File: src/rtl/cfg_screen_pkg.sv
package cfg_screen_pkg;

  typedef enum logic [1:0] {
    KIND_RD   = 2'b00,
    KIND_WR   = 2'b01,
    KIND_ATOM = 2'b10,
    KIND_RSVD = 2'b11
  } req_kind_e;

  typedef enum logic [2:0] {
    VD_NONE   = 3'd0,
    VD_ACCEPT = 3'd1,
    VD_SILENT = 3'd2,
    VD_ABORT  = 3'd3,
    VD_FWD    = 3'd4
  } verdict_e;

  localparam logic [1:0] STS_NORMAL    = 2'b00;
  localparam logic [1:0] STS_TGT_ABORT = 2'b10;

endpackage

File: src/rtl/cfg_screen_rst_sync.sv
module cfg_screen_rst_sync #(
  parameter int STAGES = 2
) (
  input  logic clk,
  input  logic rst_n,
  output logic rst_sync_n
);

  logic [STAGES-1:0] chain_q;

  always_ff @(posedge clk or negedge rst_n) begin
    if (!rst_n) chain_q <= '0;
    else        chain_q <= {chain_q[STAGES-2:0], 1'b1};
  end

  assign rst_sync_n = chain_q[STAGES-1];

endmodule

File: src/rtl/cfg_screen_classify.sv
module cfg_screen_classify
  import cfg_screen_pkg::*;
#(
  parameter int ADDR_W = 32,
  parameter int LEN_W  = 4,
  parameter int BE_W   = 4
) (
  input  logic              req_valid,
  input  logic              req_local,
  input  logic              req_posted,
  input  req_kind_e         req_kind,
  input  logic [ADDR_W-1:0] req_addr,
  input  logic [LEN_W-1:0]  req_len,
  output verdict_e          verdict,
  output logic              rsp_read
);

  localparam int OFF_W = $clog2(BE_W);

  logic single_dw;
  logic aligned;

  assign single_dw = (req_len == '0);
  assign aligned   = (req_addr[OFF_W-1:0] == '0);

  // Priority: remote, posted, atomic/reserved, length, alignment.
  always_comb begin
    verdict = VD_NONE;
    if (req_valid) begin
      if (!req_local)                                     verdict = VD_FWD;
      else if (req_posted)                                verdict = VD_SILENT;
      else if (req_kind == KIND_ATOM || req_kind == KIND_RSVD) verdict = VD_ABORT;
      else if (!single_dw || !aligned)                    verdict = VD_ABORT;
      else                                                verdict = VD_ACCEPT;
    end
  end

  assign rsp_read = (req_kind == KIND_RD) || (req_kind == KIND_ATOM);

endmodule

File: src/rtl/cfg_screen_outreg.sv
module cfg_screen_outreg
  import cfg_screen_pkg::*;
#(
  parameter int ADDR_W = 32,
  parameter int BE_W   = 4
) (
  input  logic                     clk,
  input  logic                     rst_n,
  input  verdict_e                 verdict,
  input  logic                     in_write,
  input  logic                     in_rsp_read,
  input  logic [ADDR_W-1:0]        in_addr,
  input  logic [BE_W-1:0]          in_be,
  output logic                     reg_valid,
  output logic                     reg_write,
  output logic [ADDR_W-$clog2(BE_W)-1:0] reg_addr,
  output logic [BE_W-1:0]          reg_be,
  output logic                     drop_valid,
  output logic                     rsp_valid,
  output logic                     rsp_read,
  output logic [1:0]               rsp_status,
  output logic                     fwd_valid
);

  localparam int OFF_W = $clog2(BE_W);
  localparam int DW_AW = ADDR_W - OFF_W;

  logic             reg_valid_d, drop_valid_d, rsp_valid_d, fwd_valid_d;
  logic [1:0]       rsp_status_d;
  logic             acc_ld, rsp_ld;

  always_comb begin
    reg_valid_d  = (verdict == VD_ACCEPT);
    drop_valid_d = (verdict == VD_SILENT) || (verdict == VD_ABORT);
    rsp_valid_d  = (verdict == VD_ABORT);
    fwd_valid_d  = (verdict == VD_FWD);
    rsp_status_d = rsp_valid_d ? STS_TGT_ABORT : STS_NORMAL;
    acc_ld       = reg_valid_d;
    rsp_ld       = rsp_valid_d;
  end

  always_ff @(posedge clk or negedge rst_n) begin
    if (!rst_n) begin
      reg_valid  <= 1'b0;
      drop_valid <= 1'b0;
      rsp_valid  <= 1'b0;
      fwd_valid  <= 1'b0;
      rsp_status <= STS_NORMAL;
    end else begin
      reg_valid  <= reg_valid_d;
      drop_valid <= drop_valid_d;
      rsp_valid  <= rsp_valid_d;
      fwd_valid  <= fwd_valid_d;
      rsp_status <= rsp_status_d;
    end
  end

  always_ff @(posedge clk or negedge rst_n) begin
    if (!rst_n) begin
      reg_write <= 1'b0;
      reg_addr  <= '0;
      reg_be    <= '0;
    end else if (acc_ld) begin
      reg_write <= in_write;
      reg_addr  <= in_addr[ADDR_W-1:OFF_W];
      reg_be    <= in_be;
    end
  end

  always_ff @(posedge clk or negedge rst_n) begin
    if (!rst_n)      rsp_read <= 1'b0;
    else if (rsp_ld) rsp_read <= in_rsp_read;
  end


  one_outcome_chk: assert property (@(posedge clk) disable iff (!rst_n)
    $onehot0({reg_valid, drop_valid, fwd_valid}));


  rsp_needs_drop_chk: assert property (@(posedge clk) disable iff (!rst_n)
    rsp_valid |-> (drop_valid && rsp_status == STS_TGT_ABORT));


  idle_status_chk: assert property (@(posedge clk) disable iff (!rst_n)
    !rsp_valid |-> (rsp_status == STS_NORMAL));

  logic [DW_AW-1:0] unused_w;
  assign unused_w = '0;

endmodule

File: src/rtl/cfg_io_req_screen.sv
module cfg_io_req_screen
  import cfg_screen_pkg::*;
#(
  parameter int ADDR_W = 32,
  parameter int LEN_W  = 4,
  parameter int BE_W   = 4
) (
  input  logic                     clk,
  input  logic                     rst_n,
  input  logic                     req_valid,
  input  logic                     req_local,
  input  logic                     req_posted,
  input  logic [1:0]               req_kind,
  input  logic [ADDR_W-1:0]        req_addr,
  input  logic [LEN_W-1:0]         req_len,
  input  logic [BE_W-1:0]          req_be,
  output logic                     reg_valid,
  output logic                     reg_write,
  output logic [ADDR_W-$clog2(BE_W)-1:0] reg_addr,
  output logic [BE_W-1:0]          reg_be,
  output logic                     drop_valid,
  output logic                     rsp_valid,
  output logic                     rsp_read,
  output logic [1:0]               rsp_status,
  output logic                     fwd_valid
);

  logic      rst_sync_n;
  verdict_e  verdict;
  logic      cls_rsp_read;
  req_kind_e kind;

  assign kind = req_kind_e'(req_kind);

  cfg_screen_rst_sync #(.STAGES(2)) i_rst_sync (
    .clk        (clk),
    .rst_n      (rst_n),
    .rst_sync_n (rst_sync_n)
  );

  cfg_screen_classify #(.ADDR_W(ADDR_W), .LEN_W(LEN_W), .BE_W(BE_W)) i_classify (
    .req_valid  (req_valid),
    .req_local  (req_local),
    .req_posted (req_posted),
    .req_kind   (kind),
    .req_addr   (req_addr),
    .req_len    (req_len),
    .verdict    (verdict),
    .rsp_read   (cls_rsp_read)
  );

  cfg_screen_outreg #(.ADDR_W(ADDR_W), .BE_W(BE_W)) i_outreg (
    .clk         (clk),
    .rst_n       (rst_sync_n),
    .verdict     (verdict),
    .in_write    (kind == KIND_WR),
    .in_rsp_read (cls_rsp_read),
    .in_addr     (req_addr),
    .in_be       (req_be),
    .reg_valid   (reg_valid),
    .reg_write   (reg_write),
    .reg_addr    (reg_addr),
    .reg_be      (reg_be),
    .drop_valid  (drop_valid),
    .rsp_valid   (rsp_valid),
    .rsp_read    (rsp_read),
    .rsp_status  (rsp_status),
    .fwd_valid   (fwd_valid)
  );


  posted_silent_chk: assert property (@(posedge clk) disable iff (!rst_sync_n)
    (req_valid && req_local && req_posted) |=> (drop_valid && !rsp_valid));


  remote_fwd_chk: assert property (@(posedge clk) disable iff (!rst_sync_n)
    (req_valid && !req_local) |=> (fwd_valid && !reg_valid && !drop_valid));


  be_pass_chk: assert property (@(posedge clk) disable iff (!rst_sync_n)
    (req_valid && req_local && !req_posted && req_kind == 2'b00 && req_len == '0
     && req_addr[1:0] == 2'b00) |=> (reg_valid && reg_be == $past(req_be)));


  atomic_abort_chk: assert property (@(posedge clk) disable iff (!rst_sync_n)
    (req_valid && req_local && !req_posted && req_kind == 2'b10) |=> (rsp_valid && rsp_read));


  idle_quiet_chk: assert property (@(posedge clk) disable iff (!rst_sync_n)
    !req_valid |=> !(reg_valid || drop_valid || fwd_valid));

endmodule

File: config.mk
export PLATFORM = sky130hd
export DESIGN_NAME = cfg_io_req_screen
export DESIGN_NICKNAME = d
export VERILOG_FILES = /design/src/rtl/cfg_screen_pkg.sv /design/src/rtl/cfg_screen_rst_sync.sv /design/src/rtl/cfg_screen_classify.sv /design/src/rtl/cfg_screen_outreg.sv /design/src/rtl/cfg_io_req_screen.sv
export SDC_FILE = /design/constraint.sdc
export NUM_CORES = 1
export LEC_CHECK = 0
export ABC_AREA = 1
export BUFFER_PORTS_ARGS = -buffer_cell sky130_fd_sc_hd__buf_2
export CAP_MARGIN = 25
export CELL_PAD_IN_SITES_DETAIL_PLACEMENT = 1
export CELL_PAD_IN_SITES_GLOBAL_PLACEMENT = 2
export CORE_AREA = 2 2 88 90
export CTS_CLUSTER_SIZE = 24
export DETAILED_ROUTE_END_ITERATION = 10
export DIE_AREA = 0 0 90 92
export PLACE_DENSITY = 0.8
export SLEW_MARGIN = 20
export SYNTH_ARGS = -nofsm -noshare
export SYNTH_HDL_FRONTEND = slang
export SYNTH_SLANG_ARGS = --single-unit
File: constraint.sdc
create_clock -name clk -period 1.79 [get_ports clk]
set_input_delay 0.0895 -clock clk [delete_from_list [all_inputs] [get_ports clk]]
set_output_delay 0.0895 -clock clk [all_outputs]
set_load 0.02 [all_outputs]
==> results.sh <==
export IMPL_die_x_um=90
export IMPL_grt_overflow=0
export IMPL_synth_nets=232
export IMPL_drive_above_1_share_pct=37.4
export IMPL_hold_path_class="in -> reg"
export IMPL_post_cts_resized=0
export IMPL_yosys_warnings=0
export IMPL_dp_hpwl_um=3270
export IMPL_maxSlewViolCount=0
export IMPL_wl_um=4490
export IMPL_synth_area_mm2=0.00172
export IMPL_drtIter0Drc=64
export IMPL_cts_tree="built"
export IMPL_cts_buffers=5
export IMPL_num_nets_final=320
export IMPL_period_minus_slack_ps=1510
export IMPL_finalHoldViolations=0
export IMPL_ff_latch_area_mm2=0.00105
export IMPL_tightestPinTransition_ps=521
export IMPL_synth_largest_area_cell="dfrtp_1"
export IMPL_synth_area_per_cell_um2=9.29
export IMPL_finalClockSkew_ps=3.82
export IMPL_peakVddDrop_uv=293
export IMPL_required_ps=1960
export IMPL_status="complete, no violations"
export IMPL_syn_inst=185
export IMPL_cp_slowest_stage_delay_ps=520
export IMPL_die_area_mm2=0.00828
export IMPL_critPathMaxFanout=36
export IMPL_cp_cell_sequence="dlygate4sd3_1 > buf_2 > nand2_1 > nor2_4 > nand2_4 > nand2_1 > nand2_1"
export IMPL_instances_no_fill=375
export IMPL_dp_cells=366
export IMPL_route_detailed_drc=0
export IMPL_path_common_cell="nand2_1"
export IMPL_synth_cell_types=13
export IMPL_crit_type="in -> reg"
export IMPL_fmax_mhz=663
export IMPL_root_buffer="clkbuf_8"
export IMPL_finalCritPeriodShare_pct=84.3
export IMPL_grt_pass1_wl_um=7710
export IMPL_clock_path_buffers=2
export IMPL_yosysTopAreaCellShare_pct=61.1
export IMPL_fp_dieH_um=92
export IMPL_p_per_area_mw_per_mm2=772
export IMPL_clk_pin_slew_ps=70
export IMPL_grt_pass1_vias=1558
export IMPL_multi_input_area_um2=546
export IMPL_num_rows=32
export IMPL_worstSkewPairLatency_ps=280
export IMPL_area_delta_synth_final_pct=35.2
export IMPL_io_buffer_count=87
export IMPL_grt_total_usage_pct=11.7
export IMPL_diodes=0
export IMPL_cp_end_kind="flip-flop"
export IMPL_antenna_found_initial=0
export IMPL_fin_util_pct=31.2
export IMPL_reg2reg_slack_ps=1110
export IMPL_vias_per_cell=4.09
export IMPL_max_slew_margin_pct=65.3
export IMPL_drv_cap=0
export IMPL_ys_ff_latch=42
export IMPL_synth_seq_area_share_pct=61.1
export IMPL_cts_sinks=42
export IMPL_worst_path_max_delay_cell="dlygate4sd3_1"
export IMPL_gp_congestion=0.715
export IMPL_start_util_pct=23.1
export IMPL_htree_levels=2
export IMPL_setup_viol=0
export IMPL_fillers=931
export IMPL_wire_per_inst_um=12.0
export IMPL_hold_ws_ps=19.0
export IMPL_postCtsHoldBufs=2
export IMPL_finalSetupTns_ps=0
export IMPL_first_pass_iters=4
export IMPL_io_pin_count=89
export IMPL_core_area_mm2=0.00745
export IMPL_rsz0062_at_grt="false"
export IMPL_ant_nets=0
export IMPL_critPathLaunchType="input port"
export IMPL_num_vias=1533
export IMPL_arrival_ps=1680
export IMPL_p_leak_nw=1.47
export IMPL_synth_area_leaders="dfrtp_1 (61%), nand2_1 (16%), nand3_1 (10%)"
export IMPL_grt_max_degree=41
export IMPL_post_cts_setup_buffers=0
sequential cells by signal, indices dropped and copies added (netlist names):
name                 count
i_outreg.reg_write       1
i_outreg.drop_valid      1
i_outreg.rsp_status      1
i_outreg.reg_valid       1
i_outreg.reg_addr       30
i_outreg.reg_be          4
i_rst_sync.chain_q       2
i_outreg.rsp_read        1
i_outreg.fwd_valid       1
stage by stage:
stage	area, um2	power, W	worst slack (ps)
floorplan	1720	0.00111	535
global placement	2220	0.00120	473
detailed placement	2220	0.00121	417
CTS	2320	0.00184	220
global route	2320	0.00188	63.0
finish	2320	0.00179	281
critical path: cells and delay by family:
family	cells	cell delay, ps
and+or+nand+nor	5	960
buffers and inverters	2	630
cells in the mapped netlist (all sizes together):
cell	count
nand2	77
dfrtp	42
nand3	36
buf	12
nor2	8
inv	7
conb	2
o21ai	1
layer usage:
layer  GRT usage (%)  part of all wire, %
met1            15.8                   46
met4            3.08                  1.2
met2            18.5                   47
met5               0                    0
met3            3.29                  5.9
cell type report:
type / count / share of cell area, %
sequential: 42 / 45.3
multi-input combinational: 124 / 23.5
timing repair buffer: 93 / 20.9
tap: 102 / 5.49
clock buffer: 7 / 3.72
inverter: 7 / 1.13
where the power goes:
group | internal, W | switching (W)
Clock | 0.000306 | 0.000302
Combinational | 0.0000747 | 0.000118
Sequential | 0.000978 | 0.0000151
Total | 0.00136 | 0.000434
cell families (layout without fill, tap and decap cells):
group / after synthesis / count (layout) / synth area share [%]
simple gates: 121 / 121 / 30.7
flops: 42 / 42 / 61.1
buf+inv: 19 / 107 / 7.42
other cells: 2 / 2 / 0.437
compound gates: 1 / 1 / 0.291
path summary, 6_finish.rpt:
path,from,to,cells past startpoint
hold / removal,req_valid,i_outreg.fwd_valid,3
hold reg to reg,i_rst_sync.chain_q[1],i_outreg.reg_addr[5],1
max in group asynchronous,i_rst_sync.chain_q[1],i_outreg.reg_addr[20],1
setup reg to reg,i_rst_sync.chain_q[1],i_outreg.reg_addr[20],1
setup / recovery,req_local,i_outreg.reg_addr[24],7
min in group asynchronous,rst_n,i_rst_sync.chain_q[0],2
cells in the final DEF, fill, tap and decap left out, types with 2 or more instances in the layout:
cell           count
buf_2             87
nor2_1             6
nand3_1           36
conb_1             2
clkbuf_8           6
dfrtp_1           41
inv_1              7
dlygate4sd3_1      2
nand2_1           75
buf_4              4
Note: power is estimated with default switching activity, not from simulation.
